`src/rtl/irq_rt_pkg.sv`:
```
`timescale 1ns/1ps
package irq_rt_pkg;

  localparam int unsigned DEF_REQ = 32;
  localparam int unsigned DEF_VW  = 9;

  typedef enum logic {GRP_HI = 1'b0, GRP_LO = 1'b1} grp_e;

  // Default vector table: one VW-wide slot per request bit, slot 0 lowest.
  function automatic logic [DEF_REQ*DEF_VW-1:0] default_vectors();
    logic [DEF_REQ*DEF_VW-1:0] t;
    t = '0;
    t[6*DEF_VW  +: DEF_VW] = 9'o254;
    t[7*DEF_VW  +: DEF_VW] = 9'o224;
    t[16*DEF_VW +: DEF_VW] = 9'o340;
    t[17*DEF_VW +: DEF_VW] = 9'o344;
    t[24*DEF_VW +: DEF_VW] = 9'o070;
    t[25*DEF_VW +: DEF_VW] = 9'o074;
    t[26*DEF_VW +: DEF_VW] = 9'o754;
    return t;
  endfunction

endpackage

```
`src/rtl/irq_req_reg.sv`:
```
`timescale 1ns/1ps
module irq_req_reg #(
  parameter int unsigned NUM_REQ = 32
) (
  input  logic               clk,
  input  logic               rst,
  input  logic [NUM_REQ-1:0] set_i,
  input  logic [NUM_REQ-1:0] clr_i,
  input  logic [NUM_REQ-1:0] ack_clr_i,
  output logic [NUM_REQ-1:0] pend_o
);
  // Set has priority over both kinds of clear.
  always_ff @(posedge clk) begin
    if (rst) pend_o <= '0;
    else     pend_o <= (pend_o & ~clr_i & ~ack_clr_i) | set_i;
  end
endmodule

```
`src/rtl/irq_level_eval.sv`:
```
`timescale 1ns/1ps
module irq_level_eval #(
  parameter int unsigned NUM_REQ = 32,
  parameter int unsigned NUM_ADP = 2,
  parameter int unsigned PI_W    = 3,
  parameter logic [NUM_ADP*NUM_REQ-1:0] HI_MASKS = '0,
  parameter logic [NUM_ADP*NUM_REQ-1:0] LO_MASKS = '0,
  localparam int unsigned NUM_LVL = 1 << PI_W
) (
  input  logic                    clk,
  input  logic                    rst,
  input  logic [NUM_REQ-1:0]      pend_i,
  input  logic [NUM_ADP*PI_W-1:0] hi_lvl_i,
  input  logic [NUM_ADP*PI_W-1:0] lo_lvl_i,
  output logic [NUM_LVL-1:0]      lvl_o
);
  logic [NUM_ADP-1:0][NUM_LVL-1:0] contrib;
  logic [NUM_LVL-1:0]              lvl_next;

  for (genvar a = 0; a < NUM_ADP; a++) begin : g_adp
    logic [PI_W-1:0]    hl, ll;
    logic               hi_any, lo_any;
    logic [NUM_LVL-1:0] c;
    assign hl     = hi_lvl_i[a*PI_W +: PI_W];
    assign ll     = lo_lvl_i[a*PI_W +: PI_W];
    assign hi_any = |(pend_i & HI_MASKS[a*NUM_REQ +: NUM_REQ]);
    assign lo_any = |(pend_i & LO_MASKS[a*NUM_REQ +: NUM_REQ]);
    always_comb begin
      c = '0;
      // level 0 disconnects a group
      if (hi_any && (hl != '0)) c[hl] = 1'b1;
      if (lo_any && (ll != '0)) c[ll] = 1'b1;
    end
    assign contrib[a] = c;
  end

  always_comb begin
    lvl_next = '0;
    for (int a = 0; a < NUM_ADP; a++) lvl_next = lvl_next | contrib[a];
  end

  always_ff @(posedge clk) begin
    if (rst) lvl_o <= '0;
    else     lvl_o <= lvl_next;
  end
endmodule

```
`src/rtl/irq_ack_select.sv`:
```
`timescale 1ns/1ps
module irq_ack_select
  import irq_rt_pkg::*;
#(
  parameter int unsigned NUM_REQ = 32,
  parameter int unsigned NUM_ADP = 2,
  parameter int unsigned PI_W    = 3,
  parameter logic [NUM_ADP*NUM_REQ-1:0] HI_MASKS = '0,
  parameter logic [NUM_ADP*NUM_REQ-1:0] LO_MASKS = '0,
  localparam int unsigned IDXW = $clog2(NUM_REQ),
  localparam int unsigned ADPW = (NUM_ADP > 1) ? $clog2(NUM_ADP) : 1
) (
  input  logic [NUM_REQ-1:0]      pend_i,
  input  logic [NUM_ADP*PI_W-1:0] hi_lvl_i,
  input  logic [NUM_ADP*PI_W-1:0] lo_lvl_i,
  input  logic [PI_W-1:0]         lvl_i,
  output logic                    hit_o,
  output grp_e                    grp_o,
  output logic [ADPW-1:0]         adp_o,
  output logic [IDXW-1:0]         idx_o
);
  logic [NUM_REQ-1:0] sel_mask;

  // Scan adapters upward, high group before low group; first match wins.
  always_comb begin
    hit_o    = 1'b0;
    grp_o    = GRP_HI;
    adp_o    = '0;
    sel_mask = '0;
    for (int a = 0; a < NUM_ADP; a++) begin
      if (!hit_o && (lvl_i != '0)) begin
        if ((hi_lvl_i[a*PI_W +: PI_W] == lvl_i) &&
            (|(pend_i & HI_MASKS[a*NUM_REQ +: NUM_REQ]))) begin
          hit_o    = 1'b1;
          grp_o    = GRP_HI;
          adp_o    = ADPW'(a);
          sel_mask = pend_i & HI_MASKS[a*NUM_REQ +: NUM_REQ];
        end else if ((lo_lvl_i[a*PI_W +: PI_W] == lvl_i) &&
                     (|(pend_i & LO_MASKS[a*NUM_REQ +: NUM_REQ]))) begin
          hit_o    = 1'b1;
          grp_o    = GRP_LO;
          adp_o    = ADPW'(a);
          sel_mask = pend_i & LO_MASKS[a*NUM_REQ +: NUM_REQ];
        end
      end
    end
  end

  // Lowest-numbered set bit of the selected group.
  always_comb begin
    idx_o = '0;
    for (int i = NUM_REQ - 1; i >= 0; i--) begin
      if (sel_mask[i]) idx_o = IDXW'(i);
    end
  end
endmodule

```
`src/rtl/bus_irq_router.sv`:
```
`timescale 1ns/1ps
module bus_irq_router
  import irq_rt_pkg::*;
#(
  parameter int unsigned NUM_REQ = 32,
  parameter int unsigned NUM_ADP = 2,
  parameter int unsigned PI_W    = 3,
  parameter int unsigned VEC_W   = 9,
  parameter logic [NUM_ADP*NUM_REQ-1:0] HI_MASKS = {32'h0F0F_0000, 32'h0000_00F0},
  parameter logic [NUM_ADP*NUM_REQ-1:0] LO_MASKS = {32'hF0F0_FF00, 32'h0000_000F},
  parameter logic [NUM_REQ*VEC_W-1:0]   VEC_TABLE = default_vectors(),
  localparam int unsigned NUM_LVL = 1 << PI_W,
  localparam int unsigned IDXW    = $clog2(NUM_REQ),
  localparam int unsigned ADPW    = (NUM_ADP > 1) ? $clog2(NUM_ADP) : 1
) (
  input  logic                    clk,
  input  logic                    rst,
  input  logic [NUM_REQ-1:0]      req_set,
  input  logic [NUM_REQ-1:0]      req_clr,
  input  logic [NUM_ADP*PI_W-1:0] pi_hi_lvl,
  input  logic [NUM_ADP*PI_W-1:0] pi_lo_lvl,
  input  logic                    ack_valid,
  input  logic [PI_W-1:0]         ack_level,
  output logic [NUM_REQ-1:0]      pending,
  output logic [NUM_LVL-1:0]      level_mask,
  output logic                    rsp_valid,
  output logic [VEC_W-1:0]        rsp_vector,
  output logic [ADPW:0]           rsp_adapter
);
  logic               sel_hit;
  grp_e               sel_grp;
  logic [ADPW-1:0]    sel_adp;
  logic [IDXW-1:0]    sel_idx;
  logic [NUM_REQ-1:0] ack_clr;

  irq_req_reg #(.NUM_REQ(NUM_REQ)) u_req (
    .clk(clk), .rst(rst), .set_i(req_set), .clr_i(req_clr),
    .ack_clr_i(ack_clr), .pend_o(pending)
  );

  irq_level_eval #(
    .NUM_REQ(NUM_REQ), .NUM_ADP(NUM_ADP), .PI_W(PI_W),
    .HI_MASKS(HI_MASKS), .LO_MASKS(LO_MASKS)
  ) u_lvl (
    .clk(clk), .rst(rst), .pend_i(pending),
    .hi_lvl_i(pi_hi_lvl), .lo_lvl_i(pi_lo_lvl), .lvl_o(level_mask)
  );

  irq_ack_select #(
    .NUM_REQ(NUM_REQ), .NUM_ADP(NUM_ADP), .PI_W(PI_W),
    .HI_MASKS(HI_MASKS), .LO_MASKS(LO_MASKS)
  ) u_sel (
    .pend_i(pending), .hi_lvl_i(pi_hi_lvl), .lo_lvl_i(pi_lo_lvl),
    .lvl_i(ack_level), .hit_o(sel_hit), .grp_o(sel_grp),
    .adp_o(sel_adp), .idx_o(sel_idx)
  );

  always_comb begin
    ack_clr = '0;
    if (ack_valid && sel_hit) ack_clr[sel_idx] = 1'b1;
  end

  // Registered acknowledge response; the group is informational only.
  logic grp_unused;
  assign grp_unused = (sel_grp == GRP_LO);

  always_ff @(posedge clk) begin
    if (rst) begin
      rsp_valid   <= 1'b0;
      rsp_vector  <= '0;
      rsp_adapter <= '0;
    end else begin
      rsp_valid <= ack_valid;
      if (ack_valid) begin
        if (sel_hit) begin
          rsp_vector  <= VEC_TABLE[sel_idx*VEC_W +: VEC_W];
          rsp_adapter <= {sel_adp, 1'b1};
        end else begin
          rsp_vector  <= '0;
          rsp_adapter <= '0;
        end
      end
    end
  end
endmodule

```
`config.mk`:
```
export PLATFORM = sky130hd
export DESIGN_NAME = bus_irq_router
export DESIGN_NICKNAME = d
export VERILOG_FILES = /design/src/rtl/irq_rt_pkg.sv /design/src/rtl/irq_req_reg.sv /design/src/rtl/irq_level_eval.sv /design/src/rtl/irq_ack_select.sv /design/src/rtl/bus_irq_router.sv
export SDC_FILE = /design/constraint.sdc
export NUM_CORES = 1
export LEC_CHECK = 0
export BUFFER_PORTS_ARGS = -buffer_cell sky130_fd_sc_hd__buf_2
export CAP_MARGIN = 25
export CELL_PAD_IN_SITES_DETAIL_PLACEMENT = 1
export CELL_PAD_IN_SITES_GLOBAL_PLACEMENT = 2
export CORE_ASPECT_RATIO = 0.75
export CORE_MARGIN = 1
export CORE_UTILIZATION = 27
export CTS_BUF_LIST = sky130_fd_sc_hd__clkbuf_4 sky130_fd_sc_hd__clkbuf_8 sky130_fd_sc_hd__clkbuf_16
export CTS_CLUSTER_SIZE = 14
export DETAILED_ROUTE_END_ITERATION = 8
export PLACE_DENSITY_LB_ADDON = 0.1
export SYNTH_ARGS = -nofsm -noshare
export SYNTH_HDL_FRONTEND = slang
export SYNTH_SLANG_ARGS = --single-unit
```
`constraint.sdc`:
```
create_clock -name clk -period 11.2 [get_ports clk]
set_clock_uncertainty 0.2 [all_clocks]
set_input_delay 2.24 -clock clk [delete_from_list [all_inputs] [get_ports clk]]
set_output_delay 2.24 -clock clk [all_outputs]
set_load 0.02 [all_outputs]
```
# Word-level counts from Yosys, hierarchy flattened
# Index checks and enable logic that the tools add are counted.
[word_totals] register_bits=52 latch_bits=0 ramBits=0 mem_bits_ro=0 out_inout_bits=52 word_cells=118 memories=0
[op_classes] addsub=0 multipliers=1 div_mod_pow=0 order_cmp=10 n_eq_ne=4 n_shift=1 muxes=64 bitwise=8 reduce_logical=25
[ops] cell="indexed part select 288 x 10 -> 9 bit, first input constant" count=1
[ops] cell="two-way mux 32 bit" count=6
[ops] cell="two-way mux 5 bit" count=32
[ops] cell="bitwise AND 32 bit" count=2
[ops] cell="inverter 32 bit" count=2
[ops] cell="two-way mux 8 bit" count=4
[ops] cell="OR 32 bit" count=1
[ops] cell="OR 8 bit" count=3
[ops] cell="< comparator 3 x 4 -> 1 bit, second input constant" count=4
[ops] cell="OR reduction 16 bit" count=1
[ops] cell="logical AND 1 bit" count=15
[ops] cell="nonzero test 3 bit" count=5
[ops] cell="two-way mux 1 bit" count=14
[ops] cell="demux 1 bit (select 3 bit)" count=4
[ops] cell="equality test 3 bit" count=4
[ops] cell="greater-or-equal comparator 3 x 1 -> 1 bit, second input constant" count=4
[ops] cell="multiplier 5 x 4 -> 9 bit, second input constant" count=1
[ops] cell="two-way mux 9 bit" count=1
[ops] cell="OR reduction 4 bit" count=2
[ops] cell="OR reduction 8 bit" count=1
[ops] cell="< comparator 5 x 6 -> 1 bit, second input constant" count=1
[ops] cell="demux 1 bit (select 5 bit)" count=1
[ops] cell="greater-or-equal comparator 5 x 1 -> 1 bit, second input constant" count=1
[ops] cell="two-way mux 4 bit" count=1
[ops] cell="other kinds (2)" count=2

# Depth between registers and ports, before layout
[logic_depth] word_depth=48 depth_mapped=16 depth_no_buf=13

# Cells and area by module
# Synthesis repeated with hierarchy kept, for this count alone.
[hier_totals] hier_cells=432 hier_area_um2=3444.6
[by_module_without_submodules] mod="irq_req_reg" n_inst=1 cells_per_inst=131 area_per_inst_um2=1216.2 seq_area_each_um2=640.6
[by_module_without_submodules] mod="bus_irq_router" n_inst=1 cells_per_inst=110 area_per_inst_um2=837.1 seq_area_each_um2=200.2
[by_module_without_submodules] mod="irq_ack_select" n_inst=1 cells_per_inst=124 area_per_inst_um2=835.8 seq_area_each_um2=0.0
[by_module_without_submodules] mod="irq_level_eval" n_inst=1 cells_per_inst=67 area_per_inst_um2=555.5 seq_area_each_um2=160.2

# Worst setup path after synthesis
# No wires, ideal clock.
[synth_path] kind="input -> register" start="input port ack_level[0]" end="register u_req.pend_o[22]" t_arrival_ps=5037 setup_slack_ps=5829 path_stages=16 cell_sequence="buf_2 -> xor2_1 -> nor4_2 -> or3_1 -> clkbuf_2 -> nor3_1 -> a211oi_1 -> o21ai_1 -> o311ai_1 -> o31a_1 -> ha_1 -> and2_1 -> buf_6 -> nand2_1 -> o311ai_1 -> a21oi_1"
[synth_via] elab_chain_cells=48
[synth_rtl] element="from (decl)" line="bus_irq_router.sv:23" rtl="input logic [PI_W-1:0] ack_level,"
[synth_rtl] element="equality test 3 bit" line="irq_ack_select.sv:38" rtl="end else if ((lo_lvl_i[a*PI_W +: PI_W] == lvl_i) &&"
[synth_rtl] element="logical AND 1 bit" line="irq_ack_select.sv:38"
[synth_rtl] element="two-way mux 1 bit" line="irq_ack_select.sv:38"
[synth_rtl] element="two-way mux 1 bit" line="irq_ack_select.sv:32" rtl="if ((hi_lvl_i[a*PI_W +: PI_W] == lvl_i) &&"
[synth_rtl] element="two-way mux 1 bit" line="irq_ack_select.sv:31" rtl="if (!hit_o && (lvl_i != '0)) begin"
[synth_rtl] element="logical NOT 1 bit" line="irq_ack_select.sv:31"
[synth_rtl] element="logical AND 1 bit" line="irq_ack_select.sv:31"
[synth_rtl] element="two-way mux 32 bit" line="irq_ack_select.sv:31"
[synth_rtl] element="two-way mux 5 bit (32 in series)" line="irq_ack_select.sv:53" rtl="if (sel_mask[i]) idx_o = IDXW'(i);"
[synth_rtl] element="< comparator 5 x 6 -> 1 bit (not written as such) / greater-or-equal comparator 5 x 1 -> 1 bit (equally long branches)" line="bus_irq_router.sv:60" rtl="if (ack_valid && sel_hit) ack_clr[sel_idx] = 1'b1;"
[synth_rtl] element="logical AND 1 bit (not written as such)" line="bus_irq_router.sv:60"
[synth_rtl] element="two-way mux 1 bit (not written as such)" line="bus_irq_router.sv:60"
[synth_rtl] element="demux 1 bit (select 5 bit)" line="bus_irq_router.sv:60"
[synth_rtl] element="two-way mux 32 bit *" line="bus_irq_router.sv:60"
[synth_rtl] element="inverter 32 bit *" line="irq_req_reg.sv:15" rtl="else pend_o <= (pend_o & ~clr_i & ~ack_clr_i) | set_i;"
[synth_rtl] element="bitwise AND 32 bit *" line="irq_req_reg.sv:15"
[synth_rtl] element="OR 32 bit *" line="irq_req_reg.sv:15"
[synth_rtl] element="to (signal assigned)" line="irq_req_reg.sv:15"
[synth_rtl] element="to (decl)" line="irq_req_reg.sv:10" rtl="output logic [NUM_REQ-1:0] pend_o"
# Every way passes the cells marked *; elsewhere a longest branch is shown, timed or not.
# A chain may end at the register's enable or synchronous reset.

# Worst setup path after layout
# Ends and elaborated chain as after synthesis.

==> results.tsv <==
metric	value	unit
status	completed	
post-synth top area cell	dfxtp_1	
initial antenna violation count	0	
via count of the first global-routing pass	3515	
# H-tree levels	2	
Least-Margin Pin Slew	0.9599	ns
Worst setup EP type	flop	
most common cell after layout, fill and taps aside	buf_2	
Seq/Total Area, Yosys	31.83	%
worst-path fanout max	9	
synthesis warning total	0	
power per cell area	125.6	nW/µm²
Die H	95.46	µm
WS Path Type	in -> reg	
Yosys top cell area share	31.83	%
delay of the slowest cell on the worst path	0.64	ns
origin of the worst min-delay path	rsp_vector[6]	
worst min path class	reg -> reg	
internal cell power	349.7	µW
clk buf depth	2	
EDFF count, synth	0	
Area growth syn-to-layout	29.37	%
Vias	3522	
unrepaired setup endpoints after global routing	no	
clock share of power	34.2	%
Critical Path Start	ack_level[0]	
FMAX	174.0	MHz
Comb power frac	26.1	%
setup slack, reg-to-reg	6.95	ns
syn_area_per_cell	7.451	µm²
Startpoint Class	input port	
TritonCTS clock tree	built	
Net Sw Frac	31.56	%
share of layout cells above drive strength 1	29.17	%
cell area after synthesis	3144	µm²
ANT cells	0	
slowest cell on the critical path	nor4_2	
sinks on the clock net	50	
Num CTS Buffers	5	
Wirelength per Cell	17.54	µm
Worst R2R Start	u_req.pend_o[20]	
overall routing resource usage	20.38	%
port buffer count	131	
VDD IR max	0.05617	mV
nets	632	
CP arrival	5.69	ns
Switch Pwr	161.2	µW
largest net degree at the start of global routing	52	
Fillers	1429	
CP Data Required Time	11.14	ns
setup bufs post-CTS	0	
I/O Pins	134	
via/cell ratio	5.142	
# Max-Cap Violations	0	
crit path cell chain	buf_2 > xor2_1 > nor4_2 > or3_1 > o21ai_0 > a31oi_1 > o21ai_1 > o311ai_1 > o31a_1 > ha_1 > and2_1 > nand2_1 > o311ai_1 > a21oi_1	
Placed Cells incl. Taps	678	
Cell Count, Final, Fillers Out	685	
commonest non-fill, non-tap cells in the layout	131 x buf_2, 60 x nor2_1, 50 x dfxtp_1	
Row Count	33	
post-route ant nets	0	
total die area	12090	µm²
Starting Density	28.20	%
Flop pwr share	39.7	%
Root Buffer	clkbuf_16	
Post-CTS Hold Fix Bufs	0	
endpoints failing setup	0	
first-pass GRT wire length	18850	µm
Post-synth ARST share	0	%
post-synthesis instance total	422	
Synth area leaders	dfxtp_1 32%, nor2_1 7.2%, a31oi_1 5.2%	
Resize count post-CTS	0	
total negative slack	0	ns
post-layout minimum cycle time	5.748	ns
Final Max Tran Viols	0	
Core Region	11150	µm²
WP buf/inv	1	
DR iter-0 viols	111	
Pleak	1.849	nW
DR pass1 iterations	4	
Slew HR	36.01	%
clk_lat worst skew	0.29	ns
final wirelength	12020	µm
CP delay by family, top	simple AND/OR/NAND/NOR gates	
Congestion Overflow GR	0	
Die W	126.6	µm
Most common cell on crit path	o311ai_1	
RePlAce Congestion	0.9337	
Clock transition at path regs	0.07	ns
Final Hold Vio Count	0	
most common flop cell mapped by yosys	dfxtp_1	
crit share post-route	51.33	%
residual DRC count	0	
synth unique cells	60	
flops & latches, synth	50	
post-DP HPWL	9821	µm
[through the flow]
step | hold WS (ns) | utilization (%) | power (mW) | setup slack (ns) | instance area, µm²
5_1_grt | 0.2929 | 36.49 | 0.5384 | 5.007 | 4068
6_report | 0.2656 | 36.49 | 0.5110 | 5.452 | 4068
3_3_place_gp | 0.2448 | 34.97 | 0.3390 | 5.294 | 3899
3_5_place_dp | 0.2515 | 34.97 | 0.3400 | 5.115 | 3899
4_1_cts | 0.2718 | 36.49 | 0.5164 | 5.433 | 4068
2_1_floorplan | 0.3335 | - | 0.2878 | 5.829 | 3152
[per-layer routing]
metal | part of all wire (%) | vias up | global-route usage, %
met5 | 0 | - | 0
met4 | 0.93 | 0 | 4.116
met3 | 5.7 | 8 | 3.704
met2 | 42 | 120 | 32.04
met1 | 52 | 1664 | 28.96
li1 | - | 1730 | -
[power groups by stage]
stage                     registers, mW  clock network, mW  logic (mW)
final                             0.203              0.175       0.134
after global routing              0.205              0.186       0.148
after CTS                         0.203              0.180       0.134
after detailed placement          0.207                  0       0.133
after global placement            0.206                  0       0.133
after floorplan                   0.216                  0      0.0714
[tightest hold or removal path, delay by kind of cell, from the launching register on]
kind / cells / cell delay (ns)
DFF: 1 / 0.33
and+or+nand+nor: 2 / 0.10
[final timing paths]
check | end | cells past startpoint
max | u_req.pend_o[22] | 14
min | rsp_vector[6] | 2
max reg2reg | u_req.pend_o[22] | 13
min reg2reg | rsp_vector[6] | 2
[cell families (layout without fill, tap and decap cells)]
group,after synthesis,in the layout,synth area share (%)
xor+xnor,12,12,3.343
compound gates,114,114,24.63
buf+inv,61,182,7.918
mux,1,1,0.3581
simple gates,178,178,29.81
flops,50,50,31.83
fa+ha+maj,5,5,1.990
other cells,1,3,0.1193
[flip-flops by register name (all words and copies together), names as in the netlist]
name / flops
rsp_adapter: 2
rsp_valid: 1
rsp_vector: 7
u_lvl.lvl_o: 8
u_req.pend_o: 32
[Yosys cell counts, types with 3 or more instances]
cell type and count:
nor3_1 17, a211oi_1 10, or3_1 6, or4_4 4, o21ai_0 11, a21oi_1 27, nand3_1 8, or4_1 3
clkbuf_1 9, o211ai_1 3, nor2_1 60, nand2b_1 9, o22ai_1 6, and2_1 5, xor2_1 6, nand2_1 38
o31ai_1 3, inv_1 42, a221oi_1 3, a31oi_1 26, nor2b_1 9, xnor2_1 6, dfxtp_1 50, buf_2 3
nor4_2 5, ha_1 5, or2_2 3
[final cells by class]
type | instances | area [µm²] | share of cell area [%]
sequential | 50 | 1001 | 24.61
tap | 140 | 175.2 | 4.306
inverter | 44 | 165.2 | 4.060
clock buffer | 6 | 138.9 | 3.414
timing repair buffer | 131 | 655.6 | 16.12
clock inverter | 1 | 30.03 | 0.7382
multi-input combinational | 313 | 1902 | 46.75
No activity file was read; power rests on OpenSTA's default activity.
